==> src/rtl/brx_pkg.sv <==
package brx_pkg;

    localparam int unsigned PC_W_DEF   = 11;
    localparam int unsigned DATA_W_DEF = 16;
    localparam int unsigned STG_W_DEF  = 8;
    localparam int unsigned OFF_W_DEF  = 7;

    typedef enum logic [1:0] {
        FAM_ABS  = 2'd0,
        FAM_R0   = 2'd1,
        FAM_STG  = 2'd2,
        FAM_NONE = 2'd3
    } fam_e;

    localparam logic [1:0] CC_ALWAYS = 2'd0;
    localparam logic [1:0] CC_ZERO   = 2'd1;
    localparam logic [1:0] CC_OVF    = 2'd2;

    localparam logic [1:0] CC_LT = 2'd0;
    localparam logic [1:0] CC_GE = 2'd1;
    localparam logic [1:0] CC_LE = 2'd2;

    function automatic logic rel_hit(input logic [1:0] cc, input logic lt,
                                     input logic eq, input logic le_ok);
        case (cc)
            CC_LT:   rel_hit = lt;
            CC_GE:   rel_hit = !lt;
            CC_LE:   rel_hit = le_ok && (lt || eq);
            default: rel_hit = 1'b0;
        endcase
    endfunction

endpackage

==> src/rtl/brx_cond.sv <==
module brx_cond
    import brx_pkg::*;
#(
    parameter int unsigned DATA_W = DATA_W_DEF,
    parameter int unsigned STG_W  = STG_W_DEF
) (
    input  fam_e              fam,
    input  logic [1:0]        cc,
    input  logic [DATA_W-1:0] imm,
    input  logic [DATA_W-1:0] r0,
    input  logic [STG_W-1:0]  stage,
    input  logic              zf,
    input  logic              of,
    output logic              hit
);
    logic r0_lt, r0_eq, st_lt, st_eq, abs_hit;

    assign r0_lt = r0 < imm;
    assign r0_eq = r0 == imm;
    assign st_lt = stage < imm[STG_W-1:0];
    assign st_eq = stage == imm[STG_W-1:0];

    always_comb begin
        case (cc)
            CC_ALWAYS: abs_hit = 1'b1;
            CC_ZERO:   abs_hit = zf;
            CC_OVF:    abs_hit = of;
            default:   abs_hit = 1'b0;
        endcase
    end

    always_comb begin
        case (fam)
            FAM_ABS: hit = abs_hit;
            FAM_R0:  hit = rel_hit(cc, r0_lt, r0_eq, 1'b0);
            FAM_STG: hit = rel_hit(cc, st_lt, st_eq, 1'b1);
            default: hit = 1'b0;
        endcase
    end
endmodule

==> src/rtl/brx_target.sv <==
module brx_target
    import brx_pkg::*;
#(
    parameter int unsigned PC_W   = PC_W_DEF,
    parameter int unsigned DATA_W = DATA_W_DEF,
    parameter int unsigned OFF_W  = OFF_W_DEF
) (
    input  fam_e              fam,
    input  logic [PC_W-1:0]   pc,
    input  logic              from_reg,
    input  logic              back,
    input  logic [OFF_W-1:0]  mag,
    input  logic [PC_W-1:0]   imm_addr,
    input  logic [DATA_W-1:0] treg,
    output logic [PC_W-1:0]   tgt
);
    localparam int unsigned PAD_W = PC_W - OFF_W;

    logic [PC_W-1:0] mag_x, fwd, bwd, abs_t;
    logic unused_treg_hi;

    assign unused_treg_hi = ^treg[DATA_W-1:PC_W];
    assign mag_x = {{PAD_W{1'b0}}, mag};
    assign fwd   = pc + mag_x;
    assign bwd   = pc - mag_x;
    assign abs_t = from_reg ? treg[PC_W-1:0] : imm_addr;
    assign tgt   = (fam == FAM_ABS) ? abs_t : (back ? bwd : fwd);
endmodule

==> src/rtl/brx_unit.sv <==
module brx_unit
    import brx_pkg::*;
#(
    parameter int unsigned PC_W   = PC_W_DEF,
    parameter int unsigned DATA_W = DATA_W_DEF,
    parameter int unsigned STG_W  = STG_W_DEF,
    parameter int unsigned OFF_W  = OFF_W_DEF
) (
    input  logic              clk,
    input  logic              rst,
    input  logic              req_valid,
    input  logic [PC_W-1:0]   pc,
    input  logic [1:0]        family,
    input  logic [1:0]        cond_code,
    input  logic              tgt_from_reg,
    input  logic              off_back,
    input  logic [OFF_W-1:0]  off_mag,
    input  logic [PC_W-1:0]   imm_addr,
    input  logic [DATA_W-1:0] cmp_imm,
    input  logic [DATA_W-1:0] r0_val,
    input  logic [DATA_W-1:0] treg_val,
    input  logic [STG_W-1:0]  stage_cnt,
    input  logic              flag_zero,
    input  logic              flag_ovf,
    output logic              res_valid,
    output logic              res_taken,
    output logic [PC_W-1:0]   res_next_pc
);
    fam_e            fam;
    logic            hit;
    logic [PC_W-1:0] tgt, seq_pc, nxt;

    assign fam = fam_e'(family);

    brx_cond #(.DATA_W(DATA_W), .STG_W(STG_W)) u_cond (
        .fam   (fam),
        .cc    (cond_code),
        .imm   (cmp_imm),
        .r0    (r0_val),
        .stage (stage_cnt),
        .zf    (flag_zero),
        .of    (flag_ovf),
        .hit   (hit)
    );

    brx_target #(.PC_W(PC_W), .DATA_W(DATA_W), .OFF_W(OFF_W)) u_tgt (
        .fam      (fam),
        .pc       (pc),
        .from_reg (tgt_from_reg),
        .back     (off_back),
        .mag      (off_mag),
        .imm_addr (imm_addr),
        .treg     (treg_val),
        .tgt      (tgt)
    );

    assign seq_pc = pc + {{(PC_W-1){1'b0}}, 1'b1};
    assign nxt    = hit ? tgt : seq_pc;

    always_ff @(posedge clk) begin
        if (rst) begin
            res_valid   <= 1'b0;
            res_taken   <= 1'b0;
            res_next_pc <= '0;
        end else begin
            res_valid <= req_valid;
            if (req_valid) begin
                res_taken   <= hit;
                res_next_pc <= nxt;
            end
        end
    end
endmodule

==> config.mk <==
export PLATFORM = sky130hd
export DESIGN_NAME = brx_unit
export DESIGN_NICKNAME = d
export VERILOG_FILES = /design/src/rtl/brx_pkg.sv /design/src/rtl/brx_cond.sv /design/src/rtl/brx_target.sv /design/src/rtl/brx_unit.sv
export SDC_FILE = /design/constraint.sdc
export NUM_CORES = 1
export LEC_CHECK = 0
export CAP_MARGIN = 20
export CORE_MARGIN = 5
export CORE_UTILIZATION = 38
export CTS_CLUSTER_DIAMETER = 50
export DETAILED_ROUTE_END_ITERATION = 6
export PLACE_DENSITY_LB_ADDON = 0.12
export SLEW_MARGIN = 15
export SYNTH_ARGS = -nofsm -noshare
export SYNTH_HDL_FRONTEND = slang
export SYNTH_HIERARCHICAL = 1
export SYNTH_SLANG_ARGS = --single-unit
==> constraint.sdc <==
create_clock -name clk -period 3.6 [get_ports clk]
set_input_delay 0.9 -clock clk [delete_from_list [all_inputs] [get_ports clk]]
set_output_delay 0.9 -clock clk [all_outputs]
set_load 0.01 [all_outputs]
==> results.sh, run 1 <==
export IMPL_status="completed"
export IMPL_cap_violations=0
export IMPL_r2r_slack_ns=2.77
export IMPL_yosysTopAreaCellShare_pct=19.9
export IMPL_netlist_area_mm2=0.00220
export IMPL_p_sw_share_pct=34.8
export IMPL_synth_top_area_cell="ha_1"
export IMPL_grt_first_pass_wirelength_um=10900
export IMPL_routed_via_density=5.17
export IMPL_worstPathCellList="clkdlybuf4s50_1 > inv_1 > ha_1 > mux2i_1 > buf_4 > fa_1 > buf_4 > a21o_1 > a21oi_1 > xnor2_1 > nor2_1 > a21oi_1 > a222oi_1 > nor2_1"
export IMPL_vdd_drop_max_v=0.000190
export IMPL_cts_made_buffers=3
export IMPL_cts_hold_buf=0
export IMPL_worst_setup_path_type="in -> reg"
export IMPL_synth_ff_type="dfxtp_1"
export IMPL_clkSinkCount=13
export IMPL_fin_nets=532
export IMPL_post_route_util_pct=62.2
export IMPL_yosys_warnings=6
export IMPL_rows=27
export IMPL_grt_max_degree=25
export IMPL_grt_antenna_before_repair=0
export IMPL_path_clk_slew_ns=0.05
export IMPL_drtIter0Drc=111
export IMPL_holdWs_ns=0.488
export IMPL_clock_fmax_mhz=299
export IMPL_finalNonFillerCells=471
export IMPL_areaGrowthSynthToFinish_pct=57.9
export IMPL_cp_slowest_cell="clkdlybuf4s50_1"
export IMPL_cp_endpoint="res_next_pc[4]"
export IMPL_finClkSkew_ns=0
export IMPL_cp_required_ns=3.71
export IMPL_root_buffer="clkbuf_8"
export IMPL_synthDistinctLibCells=55
export IMPL_pwr_share_comb_pct=61.4
export IMPL_overflow=0
export IMPL_netlist_top_cells_area="ha_1 (20%), dfxtp_1 (12%), a21oi_1 (6.6%)"
export IMPL_grt_pass1_vias=2343
export IMPL_maxSlewHeadroom_pct=64.9
export IMPL_drc=0
export IMPL_synth_nets=416
export IMPL_first_pass_iters=4
export IMPL_post_route_period_util_pct=92.9
export IMPL_die_width_um=86.0
export IMPL_rsz0062_at_grt="no"
export IMPL_io_pins=109
export IMPL_worstMarginPinSlew_ns=0.525
export IMPL_insertion_delay_ns=0.24
export IMPL_power_density_mw_per_mm2=219
export IMPL_dpl_hpwl_um=5830
export IMPL_startpoint="off_mag[0]"
export IMPL_cp_depth=14
export IMPL_synth_area_per_cell_um2=7.74
export IMPL_r2r_cells=2
export IMPL_finalSetupViolations=0
export IMPL_p_int_w=0.000495
export IMPL_cp_top_family="buffers and inverters"
export IMPL_h_tree_depth=1
export IMPL_critPathBufInv=4
export IMPL_leakagePower_nw=1.46
export IMPL_end_kind="flop"
export IMPL_antenna_left=0
export IMPL_port_buffers=103
export IMPL_start_util_pct=39.4
export IMPL_synth_most_common_cell="ha_1"
export IMPL_grtUsageTotal_pct=17.9
export IMPL_finalCriticalPeriod_ns=3.35
export IMPL_clockPowerShare_pct=17.0
export IMPL_slowest_delay_ns=0.48
export IMPL_min_path_cells=2
export IMPL_synth_edf_count=0
export IMPL_die_area_mm2=0.00740
export IMPL_wirelength_um=6670
export IMPL_final_max_slew_viol_count=0
export IMPL_avgRoutedWirePerCell_um=14.2
export IMPL_ys_ff_latch=13
export IMPL_reg2reg_from="res_next_pc[4]"
export IMPL_critPathLaunchType="input port"
export IMPL_synthArstFlopShare_pct=0
export IMPL_dr_total_vias=2434
export IMPL_timing_final_hold_violations=0
export IMPL_coreArea_mm2=0.00557
export IMPL_r2r_end="res_next_pc[4]"
export IMPL_drive_above_1_share_pct=10.0
export IMPL_die_h_um=86.0
export IMPL_dp_cells=466
export IMPL_cts_tree="done"
export IMPL_yosysSeqAreaShare_pct=11.8
export IMPL_synthCells=284
export IMPL_worstPathArrival_ns=3.46
export IMPL_worst_path_max_fanout=2
export IMPL_hold_path_class="reg -> reg"
export IMPL_power_switching_w=0.000264
export IMPL_p_seq_share_pct=21.6
export IMPL_n_antenna_cell=0
export IMPL_place_gp_congestion=0.823
export IMPL_ys_top_cells_by_count="ha_1 (35), a21oi_1 (29), inv_1 (27)"
export IMPL_clockBufferDepth=2
## power groups by stage
stage | registers [W] | clock network [W] | logic [W]
finish | 0.000164 | 0.000129 | 0.000467
global route | 0.000165 | 0.000143 | 0.000518
global placement | 0.000167 | 0 | 0.000456
floorplan | 0.000173 | 0 | 0.000248
detailed placement | 0.000167 | 0 | 0.000463
CTS | 0.000164 | 0.000132 | 0.000465
## layout by cell type, fill, tap and decap left out, types with 6 or more instances in the layout
cell type        count
a21oi_1             28
buf_4               17
clkdlybuf4s50_1    103
dfxtp_1             13
ha_1                35
inv_1               27
mux2i_1              9
nand2_1             15
nand2b_1             6
nor2_1              23
nor3_1               6
o21ai_1              9
xnor2_1             16
## how the worst min path moves through the flow
stage | from | to | slack [ns]
floorplan | res_next_pc[0] | res_next_pc[0] | 0.50
global placement | res_taken | res_taken | 0.47
detailed placement | res_next_pc[1] | res_next_pc[1] | 0.48
CTS | res_next_pc[1] | res_next_pc[1] | 0.49
global route | res_next_pc[1] | res_next_pc[1] | 0.51
finish | res_next_pc[1] | res_next_pc[1] | 0.49
## tightest hold or removal path: stages, from the launching register on
cell	delay (ns)
dfxtp_1	0.31
nor2_1	0.08
a211oi_1	0.05
## cell families after synthesis
kind of cell | after synthesis | synth area share, %
XOR/XNOR | 19 | 7.57
buffers and inverters | 37 | 6.55
AO/OA/AOI/OAI | 89 | 28.0
AND/OR/NAND/NOR | 77 | 19.0
flip-flops | 13 | 11.8
adder cells (fa/ha/maj) | 36 | 20.8
multiplexers | 13 | 6.15
## per-stage QoR
step	TNS [ns]	power [W]	instance area (µm²)	setup slack (ns)
finish	0	0.000760	3470	0.254
global placement	-0.790	0.000623	3400	-0.135
detailed placement	-0.957	0.000630	3400	-0.161
global route	0	0.000826	3470	0.00579
floorplan	0	0.000420	2200	0.369
CTS	0	0.000760	3440	0.0930
## sequential cells by signal (all words and copies together), names as in the netlist
register and cells:
res_taken 1, res_next_pc 11, res_valid 1
## area by class of cell
class                   count  area [µm²]
repair buffers            120        1160
fillers                   525        2100
flip-flops and latches     13         260
inverters                  28         105
well taps                  72        90.1
multi-input cells         234        1810
clock buffers               4        45.0
## per-layer routing
layer  GRT usage (%)  share of wire (%)
met5               0                  0
met4           0.432                  0
met3            2.98                6.4
met2            33.5                 49
met1            22.4                 44
## repair_timing
item,4_1_cts,5_1_grt
buffers inserted,0,1
resized for setup,0,5
hold endpoints to repair,0,0
setup endpoints to repair,0,9
Note: power is estimated with default switching activity, not from simulation.
==> run 2, diff against run 1 <==
- CORE_UTILIZATION: 38 -> 41
==> results.sh, run 2 (same netlist as run 1, synthesis figures left out) <==
export IMPL_rsz0062_at_grt="no"
export IMPL_drtIter0Drc=86
export IMPL_finalSetupViolations=0
export IMPL_worstMarginPinSlew_ns=0.516
export IMPL_cts_setup_buffers=0
export IMPL_insertion_delay_ns=0.24
export IMPL_power_switching_w=0.000266
export IMPL_path_clk_slew_ns=0.06
export IMPL_finalCriticalPeriod_ns=3.47
export IMPL_die_area_mm2=0.00692
export IMPL_grt_pass1_vias=2345
export IMPL_finClkSkew_ns=0
export IMPL_n_antenna_cell=0
export IMPL_p_int_w=0.000488
export IMPL_final_max_slew_viol_count=0
export IMPL_h_tree_depth=1
export IMPL_dr_total_vias=2425
export IMPL_root_buffer="clkbuf_8"
export IMPL_rows=26
export IMPL_postPlaceCellArea_mm2=0.00337
export IMPL_fin_area_mm2=0.00342
export IMPL_worst_path_max_fanout=7
export IMPL_drive_above_1_share_pct=8.86
export IMPL_top_register="res_next_pc"
export IMPL_cp_required_ns=3.77
export IMPL_grt_first_pass_wirelength_um=11000
export IMPL_cap_violations=0
export IMPL_first_pass_iters=4
export IMPL_critPathLaunchType="input port"
export IMPL_hold_path_class="reg -> reg"
export IMPL_maxSlewHeadroom_pct=65.5
export IMPL_status="completed"
export IMPL_setup_ws_ns=0.133
export IMPL_grtUsageTotal_pct=18.6
export IMPL_vdd_drop_max_v=0.000122
export IMPL_start_util_pct=42.5
export IMPL_die_h_um=83.2
export IMPL_leakagePower_nw=1.44
export IMPL_clkSinkCount=13
export IMPL_final_common_cell="clkdlybuf4s50_1"
export IMPL_grt_max_degree=17
export IMPL_overflow=0
export IMPL_antenna_left=0
export IMPL_mostFrequentLayoutCells="clkdlybuf4s50_1 (103), ha_1 (35), a21oi_1 (29)"
export IMPL_timing_final_hold_violations=0
export IMPL_power_density_mw_per_mm2=221
export IMPL_io_pins=109
export IMPL_finalNonFillerCells=465
export IMPL_wirelength_um=6620
export IMPL_p_sw_share_pct=35.3
export IMPL_port_buffers=103
export IMPL_dpl_hpwl_um=5740
export IMPL_end_kind="flop"
export IMPL_areaGrowthSynthToFinish_pct=55.8
export IMPL_routed_via_density=5.22
export IMPL_die_width_um=83.2
export IMPL_reg_top3="res_next_pc x11, res_taken x1, res_valid x1"
export IMPL_clock_fmax_mhz=288
export IMPL_largest_reg_flops=11
export IMPL_cts_tree="done"
export IMPL_worstPathArrival_ns=3.64
export IMPL_worst_setup_path_type="in -> reg"
export IMPL_drc=0
export IMPL_clockPowerShare_pct=17.6
export IMPL_place_gp_congestion=0.818
export IMPL_cts_made_buffers=3
export IMPL_fin_nets=528
export IMPL_place_ws_ns=-0.155
export IMPL_p_seq_share_pct=21.7
export IMPL_post_route_util_pct=66.2
export IMPL_finalPower_w=0.000755
export IMPL_dp_cells=461
export IMPL_pwr_share_comb_pct=60.7
export IMPL_coreArea_mm2=0.00517
export IMPL_clockBufferDepth=2
export IMPL_avgRoutedWirePerCell_um=14.2
export IMPL_grt_antenna_before_repair=0
export IMPL_post_route_period_util_pct=96.3
[run 2: cell count changes in the layout (fill, tap and decap cells not counted), sizes merged]
cell | previous run | this run
buf | 17 | 13
[run 2: repair_timing]
item / 4_1_cts / 5_1_grt
endpoints found under the setup margin: 0 / 2
hold buffers: 0 / 0
resized for setup: 0 / 2
[run 2: critical path: stages]
cell and delay (ns):
clkdlybuf4s50_1 0.46, inv_1 0.06, ha_1 0.30, a211o_1 0.29, a31oi_1 0.15, o31ai_1 0.12, a211oi_2 0.24, xor2_1 0.10
a211o_1 0.33, buf_4 0.17, nor2_2 0.25, o21ai_1 0.12, a21oi_1 0.15
[run 2: layer usage]
metal / track usage [%] / vias to the layer above / wire [µm]
met3: 3.47 / 4 / 319
met1: 23.7 / 1086 / 3010
li1: - / 1267 / -
met4: 3.27 / 0 / 47
met2: 32.6 / 68 / 3240
met5: 0 / - / 0
[run 2: power by group through the flow]
stage / Combinational [W] / Clock (W) / Sequential [W]
after floorplan: 0.000248 / 0 / 0.000173
after global placement: 0.000448 / 0 / 0.000167
after detailed placement: 0.000457 / 0 / 0.000167
after CTS: 0.000460 / 0.000133 / 0.000164
after global routing: 0.000506 / 0.000143 / 0.000166
final: 0.000459 / 0.000133 / 0.000164
[run 2: stage by stage]
step	hold WS [ns]	setup TNS [ns]
6_report	0.484	0
5_1_grt	0.527	0
4_1_cts	0.494	0
3_5_place_dp	0.486	-0.796
3_3_place_gp	0.470	-0.547
2_1_floorplan	0.505	0
[run 2: layout make-up]
class / count / area, µm²
sequential: 13 / 260
inverter: 28 / 105
timing repair buffer: 116 / 1130
multi-input combinational: 234 / 1800
fill: 482 / 1750
tap: 70 / 87.6
clock buffer: 4 / 45.0
[run 2: path summary, 6_finish.rpt]
kind	slack, ns	cells after the start	start	to
setup / recovery	0.13	13	cmp_imm[2]	res_next_pc[5]
hold reg to reg	0.48	2	res_next_pc[0]	res_next_pc[0]
hold / removal	0.48	2	res_next_pc[0]	res_next_pc[0]
setup reg to reg	2.76	2	res_next_pc[4]	res_next_pc[4]
